`config.mk`:
```
export PLATFORM = sky130hd
export DESIGN_NAME = hcs_host_chirp_seq
export DESIGN_NICKNAME = d
export VERILOG_FILES = /design/src/rtl/hcs_pkg.sv /design/src/rtl/hcs_tick_timer.sv /design/src/rtl/hcs_kchirp_qual.sv /design/src/rtl/hcs_chirp_train.sv /design/src/rtl/hcs_host_chirp_seq.sv
export SDC_FILE = /design/constraint.sdc
export NUM_CORES = 1
export LEC_CHECK = 0
export BUFFER_PORTS_ARGS = -buffer_cell sky130_fd_sc_hd__buf_2
export CAP_MARGIN = 20
export CELL_PAD_IN_SITES_DETAIL_PLACEMENT = 1
export CELL_PAD_IN_SITES_GLOBAL_PLACEMENT = 1
export CORE_ASPECT_RATIO = 1.5
export CORE_MARGIN = 2
export CORE_UTILIZATION = 50
export CTS_BUF_LIST = sky130_fd_sc_hd__clkbuf_8
export DETAILED_ROUTE_END_ITERATION = 8
export PLACE_DENSITY_LB_ADDON = 0.25
export SYNTH_ARGS = -nofsm -noshare
export SYNTH_HDL_FRONTEND = slang
export SYNTH_SLANG_ARGS = --single-unit
export TNS_END_PERCENT = 100
```
`constraint.sdc`:
```
create_clock -name clk -period 4.3 [get_ports clk]
set_input_delay 0.86 -clock clk [delete_from_list [all_inputs] [get_ports clk]]
set_output_delay 0.86 -clock clk [all_outputs]
set_load 0.01 [all_outputs]
```
`src/rtl/hcs_pkg.sv`:
```
package hcs_pkg;
   typedef enum logic [2:0] {
      ST_IDLE,
      ST_RESET,
      ST_GAP,
      ST_CHIRP,
      ST_HS,
      ST_FS
   } seq_state_t;

   localparam logic [1:0] LS_SE0 = 2'b00;
   localparam logic [1:0] LS_J   = 2'b01;
   localparam logic [1:0] LS_K   = 2'b10;

   localparam logic [1:0] OPM_NORMAL  = 2'b00;
   localparam logic [1:0] OPM_NODRIVE = 2'b01;
   localparam logic [1:0] OPM_RAW     = 2'b10;
endpackage

```
`src/rtl/hcs_tick_timer.sv`:
```
module hcs_tick_timer #(
   parameter int LIMIT = 100
) (
   input  logic clk,
   input  logic rst_n,
   input  logic run,
   input  logic tick,
   output logic expire
);
   localparam int CW = $clog2(LIMIT + 1);
   localparam logic [CW-1:0] LAST = CW'(LIMIT - 1);

   if (LIMIT < 1) begin : g_bad_limit
      $error("hcs_tick_timer: LIMIT must be at least 1");
   end

   logic [CW-1:0] cnt;

   assign expire = run && tick && (cnt == LAST);

   always_ff @(posedge clk or negedge rst_n) begin
      if (!rst_n) begin
         cnt <= '0;
      end else if (!run || expire) begin
         cnt <= '0;
      end else if (tick) begin
         cnt <= cnt + 1'b1;
      end
   end
endmodule

```
`src/rtl/hcs_kchirp_qual.sv`:
```
module hcs_kchirp_qual
   import hcs_pkg::*;
#(
   parameter int SYNC_STAGES = 2,
   parameter int MIN_TICKS   = 5
) (
   input  logic       clk,
   input  logic       rst_n,
   input  logic       arm,
   input  logic       tick,
   input  logic [1:0] linestate,
   output logic       qualified,
   output logic       chirp_ended
);
   localparam int RW = $clog2(MIN_TICKS + 1);
   localparam logic [RW-1:0] RUN_LAST = RW'(MIN_TICKS - 1);

   if (MIN_TICKS < 1) begin : g_bad_min
      $error("hcs_kchirp_qual: MIN_TICKS must be at least 1");
   end

   logic [1:0] ls_s;

   if (SYNC_STAGES == 0) begin : g_nosync
      assign ls_s = linestate;
   end else begin : g_sync
      logic [1:0] stage [SYNC_STAGES];
      always_ff @(posedge clk or negedge rst_n) begin
         if (!rst_n) begin
            for (int i = 0; i < SYNC_STAGES; i++) stage[i] <= LS_SE0;
         end else begin
            stage[0] <= linestate;
            for (int i = 1; i < SYNC_STAGES; i++) stage[i] <= stage[i-1];
         end
      end
      assign ls_s = stage[SYNC_STAGES-1];
   end

   logic          ls_is_k;
   logic [RW-1:0] run_cnt;
   logic          reach;

   assign ls_is_k     = (ls_s == LS_K);
   assign reach       = arm && ls_is_k && tick && (run_cnt == RUN_LAST);
   assign chirp_ended = qualified && !ls_is_k;

   always_ff @(posedge clk or negedge rst_n) begin
      if (!rst_n) begin
         run_cnt   <= '0;
         qualified <= 1'b0;
      end else if (!arm) begin
         run_cnt   <= '0;
         qualified <= 1'b0;
      end else begin
         if (!ls_is_k)                          run_cnt <= '0;
         else if (tick && run_cnt != RUN_LAST)  run_cnt <= run_cnt + 1'b1;
         if (reach) qualified <= 1'b1;
      end
   end

   assert_qual_on_k_R3: assert property (@(posedge clk) disable iff (!rst_n)
      $rose(qualified) |-> $past(ls_is_k) && $past(tick));
endmodule

```
`src/rtl/hcs_chirp_train.sv`:
```
module hcs_chirp_train #(
   parameter int CHIRP_TICKS = 100,
   parameter int PAIRS       = 3
) (
   input  logic clk,
   input  logic rst_n,
   input  logic start,
   input  logic tick,
   output logic active,
   output logic level_j,
   output logic done
);
   localparam int NCHIRP = 2 * PAIRS;
   localparam int LW = $clog2(CHIRP_TICKS + 1);
   localparam int IW = $clog2(NCHIRP + 1);
   localparam logic [LW-1:0] LEN_LAST = LW'(CHIRP_TICKS - 1);
   localparam logic [IW-1:0] IDX_LAST = IW'(NCHIRP - 1);

   if (PAIRS < 1) begin : g_bad_pairs
      $error("hcs_chirp_train: PAIRS must be at least 1");
   end

   logic [LW-1:0] len_cnt;
   logic [IW-1:0] idx;
   logic          seg_end;

   assign seg_end = active && tick && (len_cnt == LEN_LAST);
   assign done    = seg_end && (idx == IDX_LAST);

   always_ff @(posedge clk or negedge rst_n) begin
      if (!rst_n) begin
         active  <= 1'b0;
         level_j <= 1'b0;
         len_cnt <= '0;
         idx     <= '0;
      end else if (start && !active) begin
         active  <= 1'b1;
         level_j <= 1'b0;
         len_cnt <= '0;
         idx     <= '0;
      end else if (seg_end) begin
         len_cnt <= '0;
         if (done) begin
            active  <= 1'b0;
            level_j <= 1'b0;
         end else begin
            idx     <= idx + 1'b1;
            level_j <= ~level_j;
         end
      end else if (active && tick) begin
         len_cnt <= len_cnt + 1'b1;
      end
   end

   assert_first_is_k_R5: assert property (@(posedge clk) disable iff (!rst_n)
      $rose(active) |-> !level_j);
   assert_chirp_len_R6: assert property (@(posedge clk) disable iff (!rst_n)
      (active && $past(active) && (level_j != $past(level_j)))
         |-> ($past(len_cnt) == LEN_LAST));
endmodule

```
`src/rtl/hcs_host_chirp_seq.sv`:
```
module hcs_host_chirp_seq
   import hcs_pkg::*;
#(
   parameter int TICKS_PER_US = 2,
   parameter int RESET_US     = 10000,
   parameter int GAP_US       = 20,
   parameter int CHIRP_US     = 50,
   parameter int PAIRS        = 3,
   parameter int KMIN_NS      = 2500,
   parameter int SYNC_STAGES  = 2
) (
   input  logic       clk,
   input  logic       rst_n,
   input  logic       tick,
   input  logic       bus_reset_req,
   input  logic [1:0] linestate,
   output logic [1:0] opmode,
   output logic       se0_drive,
   output logic       txcmd_nopid,
   output logic       chirp_j,
   output logic       hs_mode,
   output logic       handshake_done
);
   localparam int RESET_TICKS = RESET_US * TICKS_PER_US;
   localparam int GAP_TICKS   = GAP_US * TICKS_PER_US;
   localparam int CHIRP_TICKS = CHIRP_US * TICKS_PER_US;
   localparam int KMIN_TICKS  = (KMIN_NS * TICKS_PER_US + 999) / 1000;
   localparam int TRAIN_US    = 2 * PAIRS * CHIRP_US;

   if (TICKS_PER_US < 1) begin : g_bad_tpu
      $error("hcs_host_chirp_seq: TICKS_PER_US must be at least 1");
   end
   if (CHIRP_US < 40 || CHIRP_US > 60) begin : g_bad_chirp
      $error("hcs_host_chirp_seq: CHIRP_US outside 40..60");
   end
   if (GAP_US < 1 || GAP_US > 90) begin : g_bad_gap
      $error("hcs_host_chirp_seq: GAP_US must leave margin under 100 us");
   end
   if (GAP_US + TRAIN_US >= RESET_US) begin : g_bad_reset
      $error("hcs_host_chirp_seq: train does not fit inside reset interval");
   end

   seq_state_t state, state_nx;
   logic rst_exp, gap_exp, q_qual, q_ended, tr_active, tr_level, tr_done;

   hcs_tick_timer #(.LIMIT(RESET_TICKS)) u_reset_timer (
      .clk(clk), .rst_n(rst_n), .run(state == ST_RESET), .tick(tick),
      .expire(rst_exp));

   hcs_tick_timer #(.LIMIT(GAP_TICKS)) u_gap_timer (
      .clk(clk), .rst_n(rst_n), .run(state == ST_GAP), .tick(tick),
      .expire(gap_exp));

   hcs_kchirp_qual #(.SYNC_STAGES(SYNC_STAGES), .MIN_TICKS(KMIN_TICKS)) u_qual (
      .clk(clk), .rst_n(rst_n), .arm(state == ST_RESET), .tick(tick),
      .linestate(linestate), .qualified(q_qual), .chirp_ended(q_ended));

   hcs_chirp_train #(.CHIRP_TICKS(CHIRP_TICKS), .PAIRS(PAIRS)) u_train (
      .clk(clk), .rst_n(rst_n), .start((state == ST_GAP) && gap_exp),
      .tick(tick), .active(tr_active), .level_j(tr_level), .done(tr_done));

   always_comb begin
      state_nx = state;
      unique case (state)
         ST_IDLE, ST_HS, ST_FS: if (bus_reset_req) state_nx = ST_RESET;
         ST_RESET: begin
            if (q_ended)      state_nx = ST_GAP;
            else if (rst_exp) state_nx = ST_FS;
         end
         ST_GAP:   if (gap_exp) state_nx = ST_CHIRP;
         ST_CHIRP: if (tr_done) state_nx = ST_HS;
         default:  state_nx = ST_IDLE;
      endcase
   end

   always_ff @(posedge clk or negedge rst_n) begin
      if (!rst_n) state <= ST_IDLE;
      else        state <= state_nx;
   end

   always_comb begin
      unique case (state)
         ST_IDLE:                    opmode = OPM_NODRIVE;
         ST_RESET, ST_GAP, ST_CHIRP: opmode = OPM_RAW;
         default:                    opmode = OPM_NORMAL;
      endcase
   end

   assign se0_drive      = (state == ST_RESET) || (state == ST_GAP);
   assign txcmd_nopid    = tr_active;
   assign chirp_j        = tr_level;
   assign hs_mode        = (state == ST_HS);
   assign handshake_done = (state == ST_HS) || (state == ST_FS);

   assert_hs_after_train_R7: assert property (@(posedge clk) disable iff (!rst_n)
      $rose(hs_mode) |-> $past(tr_done));
   assert_fs_after_se0_R8: assert property (@(posedge clk) disable iff (!rst_n)
      (state == ST_FS && $past(state) != ST_FS) |-> $past(se0_drive) && !q_qual);
   assert_train_inside_chirp_R5: assert property (@(posedge clk) disable iff (!rst_n)
      $rose(txcmd_nopid) |-> $past(state) == ST_GAP);
endmodule

```
==> flow_summary.toml, run 1 <==
[synth]
synth_edf_count = 0
synth_ff_type = "dfrtp_1"
ys_warn_count = 0
synth_cell_type_count = 41
async_reset_ff_frac = 1.00
yosysTopAreaCell = "dfrtp_1"
syn_inst = 227
ys_seq_elements = 44
syn-cell-area_mm2 = 0.00225
synth_area_per_cell_um2 = 9.90
yosys-top-cells-area = "dfrtp_1 49%, xor2_1 5.5%, nor2_1 4.8%"
synth_seq_area_share = 0.490
syn-num-nets = 240
synth_top_area_frac = 0.490

[critical_path]
arrival_ns = 1.73
crit_path_max_incr_delay_ns = 0.58
path_cells = "nor3b_1 -> inv_1 -> nand2_1 -> buf_2"
cp_slowest_cell = "nor3b_1"
startpoint_type = "flip-flop"
crit_fanout = 8
cp_top_family = "simple AND/OR/NAND/NOR gates"
crit_required_ns = 3.44
criticalPathCategory = "reg -> out"
cp-end-kind = "output pin"
crit_buf_inv = 2

[timing]
tightest_slew_ns = 0.631
fmax_mhz = 386
max_slew_margin = 0.578
setup_viol_count_final = 0
finClkSkew_ns = 0.00739
rsz0062_at_grt = "false"
slew_viol_final = 0
min_period_ns = 2.59
final.setup.tns_ns = 0
timing.final.hold_violations = 0
fin_crit_sh = 0.602
hold-worst-slack_ns = 0.355

[clock_tree]
cts_tree = "yes"
cts_resized = 0
htreeDepth = 2
insertion_delay_ns = 0.29
clk_path_buf_depth = 2
cts_root_buffer = "clkbuf_8"
cts_buffers = 5
cts_hold_buffers = 0
cts_sinks = 44
cts.clk_slew.worst_paths_ns = 0.08
post_cts_buffers = 0

[finish]
drive_gt1_frac = 0.120
final_cell_mix = "44 x dfrtp_1, 29 x nor2_1, 21 x nand2_1"
final_nets = 254
final_area_mm2 = 0.00245
antenna_cells = 0
final_common_cell = "dfrtp_1"
finalNonFillerCells = 288
syn_to_final_growth_pct = 9.19

[die]
die_h_um = 86.1
die_w_um = 58.7
die_area_mm2 = 0.00506
core_area_mm2 = 0.00428
num_rows = 29
io_pins = 13
start_util = 0.525

[pwr]
p_sw_mw = 0.283
switching_share = 0.307
max-vdd-ir-drop_v = 0.000223
internal-power_mw = 0.639
pwr-share-seq = 0.504
p_leak_nw = 1.12
p_per_area_mw_per_mm2 = 376
combPwrFrac = 0.213
pwr-share-clk = 0.283

[global_route]
grt_max_degree = 45
track_usage = 0.216
grt_pass1_wl_um = 8250
antenna_found_initial = 0
grt_pass1_vias = 1814
gr-total-overflow = 0

[drt]
drc = 0
drt-wirelength-per-cell_um = 16.6
vias = 1696
avgViaCountPerCell = 5.89
wl_um = 4790
dr.first_iter.drc_count = 43
ant_nets = 0
drt-pass1-iter-count = 6

[placement]
hpwl_um = 3470
gp_congestion = 0.730
dpl.cell_count = 279
place_area_mm2 = 0.00234
numPortBuffers = 12

[min_path]
min_path_type = "reg -> reg"

[run_status]
status = "finished, final reports clean"

[run]
maxCapViolations = 0
[registers in the layout (all words and copies together) (netlist names), 2 cells and up]
name and count:
u_gap_timer.cnt 6, u_train.idx 3, state 3, u_qual.run_cnt 3, u_qual.g_sync.stage 2, u_qual.ls_s 2
u_reset_timer.cnt 15, u_train.len_cnt 7
[path summary, 6_finish.rpt]
kind	depth (start not counted)	start	slack [ns]	to
max	4	state[0]	1.71	se0_drive
min	0	u_qual.g_sync.stage[3]	0.35	u_qual.ls_s[1]
max reg2reg	4	state[0]	2.23	u_train.len_cnt[6]
min reg2reg	0	u_qual.g_sync.stage[3]	0.35	u_qual.ls_s[1]
max in group asynchronous	2	rst_n	3.32	u_qual.run_cnt[1]
min in group asynchronous	1	rst_n	0.49	state[0]
[per-layer routing]
| layer | vias up | share of wire | global-route usage |
|---|---|---|---|
| met5 | - | 0 | 0 |
| met4 | 0 | 0.014 | 0.0764 |
| met3 | 6 | 0.021 | 0.0377 |
| met2 | 16 | 0.58 | 0.406 |
| met1 | 852 | 0.38 | 0.231 |
| li1 | 822 | - | - |
[synth_stat cells (all sizes together) (2+ instances only)]
master  instances
a21oi          10
mux2i           3
inv             7
buf             2
nand4           9
nor3b           3
or4b            3
a211oi          2
or3             6
o21ai          10
nor2b           2
nor3            3
and2            3
ha              7
and3            6
or2             2
nand2          21
a311oi          2
xor2           14
nor2           29
nand3          11
a31oi           2
xnor2           6
dfrtp          44
clkbuf          5
and4            3
[power groups by stage]
stage	clock network, mW	registers [mW]	logic (mW)
after floorplan	0	0.453	0.144
after global placement	0	0.471	0.195
after detailed placement	0	0.474	0.198
after CTS	0.267	0.466	0.199
after global routing	0.281	0.469	0.221
final	0.261	0.465	0.196
[cells by family after synthesis]
group           synth area share
compound gates             0.104
xor+xnor                  0.0780
fa+ha+maj                 0.0390
buf+inv                   0.0245
flops                      0.490
mux                       0.0134
simple gates               0.252
[final cells by class]
cell class	instances	area, um^2
Inverter	7	26.3
Timing Repair Buffer	14	87.6
Fill cell	509	1830
Clock buffer	6	82.6
Sequential cell	44	1100
Clock inverter	2	7.51
Multi-Input combinational cell	169	1090
Tap cell	46	57.6
[metrics by stage]
step                 util  power (mW)  worst slack (ns)
CTS                 0.568       0.933              1.69
finish              0.573       0.922              1.71
global route        0.573       0.970              1.59
floorplan               -       0.597              2.24
detailed placement  0.547       0.672              1.87
global placement    0.547       0.665              1.93
(Power assumes the default switching activity.)
==> run 2: changes to the inputs <==
Settings changed: CORE_UTILIZATION 50 to 49.
Clock period 4.3 ns to 2.6 ns, I/O delays scaled along.
==> flow_summary.toml, run 2 (synthesis gave the netlist of run 1 again) <==
[pwr]
p_leak_nw = 1.13
p_per_area_mw_per_mm2 = 654
max-vdd-ir-drop_v = 0.000351

[die]
io_pins = 13
core_area_mm2 = 0.00447
num_rows = 30
die_w_um = 59.3
die_area_mm2 = 0.00516
start_util = 0.503
die_h_um = 86.9

[clock_tree]
cts_sinks = 44
cts_buffers = 5
htreeDepth = 2
insertion_delay_ns = 0.30
cts_hold_buffers = 0
cts_resized = 0
clk_path_buf_depth = 2
post_cts_buffers = 0
cts_root_buffer = "clkbuf_8"
cts.clk_slew.worst_paths_ns = 0.09
cts_tree = "yes"

[global_route]
grt_max_degree = 22
track_usage = 0.215
grt_pass1_vias = 1842
grt_pass1_wl_um = 8420
antenna_found_initial = 0
gr-total-overflow = 0

[critical_path]
crit_fanout = 7
crit_buf_inv = 2
cp-startpoint = "state[0]"
cp-end-kind = "output pin"
path_cells = "buf_4 -> or3b_2 -> nand2_1 -> buf_2"
criticalPathCategory = "reg -> out"
cp_top_family = "simple AND/OR/NAND/NOR gates"
cp_slowest_cell = "or3b_2"
crit_required_ns = 2.08
crit_path_max_incr_delay_ns = 0.55
arrival_ns = 1.60
startpoint_type = "flip-flop"
r2r_start = "u_gap_timer.cnt[3]"

[timing]
rsz0062_at_grt = "false"
fin_crit_sh = 0.817
slew_viol_final = 0
timing.final.hold_violations = 0
final.setup.tns_ns = 0
finClkSkew_ns = 0.0104
fmax_mhz = 471
setup_viol_count_final = 0
tightest_slew_ns = 0.718
min_period_ns = 2.12
max_slew_margin = 0.521

[finish]
final_cell_mix = "44 x dfrtp_1, 29 x nor2_1, 21 x nand2_1"
syn_to_final_growth_pct = 10.5
drive_gt1_frac = 0.135
antenna_cells = 0
post-route-util = 0.556
final_nets = 257
regMostFlops = "u_reset_timer.cnt"
biggestRegsByFlops = "u_reset_timer.cnt: 15 flops, u_train.len_cnt: 7 flops, u_gap_timer.cnt: 6 flops"
final_common_cell = "dfrtp_1"
largest_register_ffs = 15

[drt]
drc = 0
vias = 1719
drt-wirelength-per-cell_um = 16.4
drt-pass1-iter-count = 4
ant_nets = 0
dr.first_iter.drc_count = 28
wl_um = 4800
avgViaCountPerCell = 5.87

[placement]
gp_congestion = 0.765
hpwl_um = 3570
numPortBuffers = 12

[run_status]
status = "finished, final reports clean"

[run]
maxCapViolations = 0

[min_path]
min_path_type = "in -> async"
## run 2: cell types whose count changed in the layout (fill, tap and decap cells not counted)
cell	before	now
buf_4	1	5
buf_12	1	0
bufinv_16	0	1
clkbuf_8	6	5
clkinv_2	0	1
inv_1	9	8
## run 2: path summary, 6_finish.rpt
| kind | endpoint | slack (ns) | cells after the start |
|---|---|---|---|
| worst max-delay path | se0_drive | 0.48 | 4 |
| worst min-delay path | u_reset_timer.cnt[13] | 0.08 | 1 |
| worst max register to register | u_train.len_cnt[6] | 0.48 | 4 |
| worst min register to register | u_qual.ls_s[1] | 0.36 | 0 |
| max in group asynchronous | u_gap_timer.cnt[4] | 1.95 | 2 |
| min in group clk | u_qual.g_sync.stage[2] | 0.32 | 1 |
## run 2: power by group
part	internal, mW	switching, mW	total (mW)
clock network	0.281	0.229	0.510
logic	0.149	0.208	0.357
registers	0.716	0.0407	0.757
## run 2: cell type report
cell class,count,area [um^2]
Tap cell,48,60.1
Sequential cell,44,1100
Clock buffer,5,68.8
Multi-Input combinational cell,169,1090
Clock inverter,3,38.8
Fill cell,518,1980
Timing Repair Buffer,17,97.6
Inverter,7,26.3
## run 2: metrics by stage
stage / power [mW] / hold WS (ns) / std cells / setup WS [ns] / instance area, um^2
2_1_floorplan: 0.988 / 0.224 / 227 / 0.732 / 2250
3_3_place_gp: 1.12 / 0.333 / 285 / 0.565 / 2380
3_5_place_dp: 1.13 / 0.346 / 285 / 0.478 / 2380
4_1_cts: 1.64 / 0.0815 / 293 / 0.461 / 2480
5_1_grt: 1.71 / 0.0839 / 293 / 0.346 / 2480
6_report: 1.62 / 0.0790 / 293 / 0.476 / 2480
## run 2: layer usage
metal / vias up / part of all wire / global-route usage
li1: 837 / - / -
met4: 0 / 0.025 / 0.0930
met3: 10 / 0.019 / 0.0342
met1: 851 / 0.39 / 0.234
met5: - / 0 / 0
met2: 21 / 0.56 / 0.394
==> run 3: changes to the inputs <==
Clock period 2.6 ns to 2.1 ns, I/O delays scaled along.
==> flow_summary.toml, run 3 (synthesis gave the netlist of run 1 again) <==
[pwr]
max-vdd-ir-drop_v = 0.000359
p_per_area_mw_per_mm2 = 767
p_leak_nw = 1.17
power_mw = 1.95

[finish]
antenna_cells = 0
final_cell_mix = "44 x dfrtp_1, 29 x nor2_1, 21 x nand2_1"
drive_gt1_frac = 0.162
final_nets = 265
seq_area_mm2 = 0.00110
finalNonFillerCells = 301
largest_register_ffs = 15
final_common_cell = "dfrtp_1"
syn_to_final_growth_pct = 13.4
regMostFlops = "u_reset_timer.cnt"
nFillCells = 510
multi_input_area_mm2 = 0.00110
biggestRegsByFlops = "u_reset_timer.cnt: 15 flops, u_train.len_cnt: 7 flops, u_gap_timer.cnt: 6 flops"

[placement]
numPortBuffers = 12
gp_congestion = 0.763
hpwl_um = 3710
dpl.cell_count = 293

[critical_path]
crit_path_max_incr_delay_ns = 0.40
cp_slowest_cell = "dfrtp_1"
crit_fanout = 7
arrival_ns = 1.59
crit_top_cell = "buf_4"
criticalPathCategory = "reg -> out"
path_cells = "buf_4 -> nor3b_1 -> buf_4 -> inv_1 -> nand2_1 -> buf_2"
startpoint_type = "flip-flop"
crit_required_ns = 1.68
cp-end-kind = "output pin"

[clock_tree]
cts_root_buffer = "clkbuf_8"
cts_tree = "yes"
cts_buffers = 5
cts.clk_slew.worst_paths_ns = 0.08
htreeDepth = 2
insertion_delay_ns = 0.30
cts_hold_buffers = 0
clk_path_buf_depth = 2
cts_sinks = 44

[die]
num_rows = 30
io_pins = 13
die_h_um = 86.9
die_w_um = 59.3
start_util = 0.503
core_area_mm2 = 0.00447
die_area_mm2 = 0.00516

[timing]
min_period_ns = 2.01
fmax_mhz = 497
max_slew_margin = 0.727
timing.final.hold_violations = 0
slew_viol_final = 0
tightest_slew_ns = 0.408
rsz0062_at_grt = "false"
setup_viol_count_final = 0
final.setup.tns_ns = 0
fin_crit_sh = 0.959
finClkSkew_ns = 0.00600

[min_path]
min_path_type = "in -> async"

[drt]
vias = 1790
ant_nets = 0
drc = 0
dr.first_iter.drc_count = 48
avgViaCountPerCell = 5.95
wl_um = 5030
drt-pass1-iter-count = 5
drt-wirelength-per-cell_um = 16.7

[global_route]
track_usage = 0.227
grt_max_degree = 45
grt_pass1_vias = 1919
gr-total-overflow = 0
grt_pass1_wl_um = 8730
antenna_found_initial = 0

[run]
maxCapViolations = 0

[run_status]
status = "finished, final reports clean"
run 3: cell count changes in the layout (fill, tap and decap cells not counted):
cell,delta
nor4b_2,+1
clkbuf_8,+1
bufinv_16,-1
inv_1,+1
buf_12,+1
or3b_4,+1
or3b_2,-1
buf_4,+7
clkinv_2,-1
nor4b_1,-1
run 3: metal layers:
metal | share of wire | vias to the layer above | GRT usage
li1 | - | 844 | -
met1 | 0.37 | 909 | 0.226
met2 | 0.57 | 26 | 0.433
met3 | 0.028 | 11 | 0.0505
met4 | 0.028 | 0 | 0.0930
met5 | 0 | - | 0
run 3: area by class of cell:
cell class | count | share of cell area
Clock inverter | 2 | 0.00295
Inverter | 7 | 0.0103
Multi-Input combinational cell | 169 | 0.432
Clock buffer | 6 | 0.0324
Tap cell | 48 | 0.0236
Sequential cell | 44 | 0.432
Timing Repair Buffer | 25 | 0.0668
run 3: timing repair:
item	CTS	global route
resized for setup	0	2
buffers inserted	0	0
endpoints found under the setup margin	0	2
run 3: metrics by stage:
stage | setup slack (ns) | util | hold WS [ns] | area, um^2
floorplan | 0.232 | - | 0.124 | 2250
global placement | 0.157 | 0.548 | 0.333 | 2450
detailed placement | 0.109 | 0.548 | 0.341 | 2450
CTS | 0.0421 | 0.568 | 0.0961 | 2540
global route | 0.0162 | 0.570 | 0.106 | 2550
finish | 0.0866 | 0.570 | 0.0968 | 2550
run 3: worst max-delay path: cells and delay by family, from the launching register on:
family / cells / cell delay, ns
simple gates: 2 / 0.34
flops: 1 / 0.40
buf+inv: 4 / 0.56
run 3: final timing paths:
check	start	end	slack, ns	depth (start not counted)
worst max-delay path	state[1]	se0_drive	0.09	6
worst min register to register	u_qual.g_sync.stage[3]	u_qual.ls_s[1]	0.36	0
min in group clk	linestate[0]	u_qual.g_sync.stage[2]	0.22	1
worst max register to register	u_train.len_cnt[3]	state[2]	0.20	4
max in group asynchronous	rst_n	u_train.len_cnt[6]	1.80	2
worst min-delay path	rst_n	u_reset_timer.cnt[1]	0.1	2
run 3: where the power goes:
| part | internal (mW) | switching (mW) | total [mW] |
|---|---|---|---|
| logic | 0.200 | 0.285 | 0.485 |
| clock network | 0.259 | 0.276 | 0.535 |
| registers | 0.886 | 0.0480 | 0.934 |
| total | 1.35 | 0.609 | 1.95 |
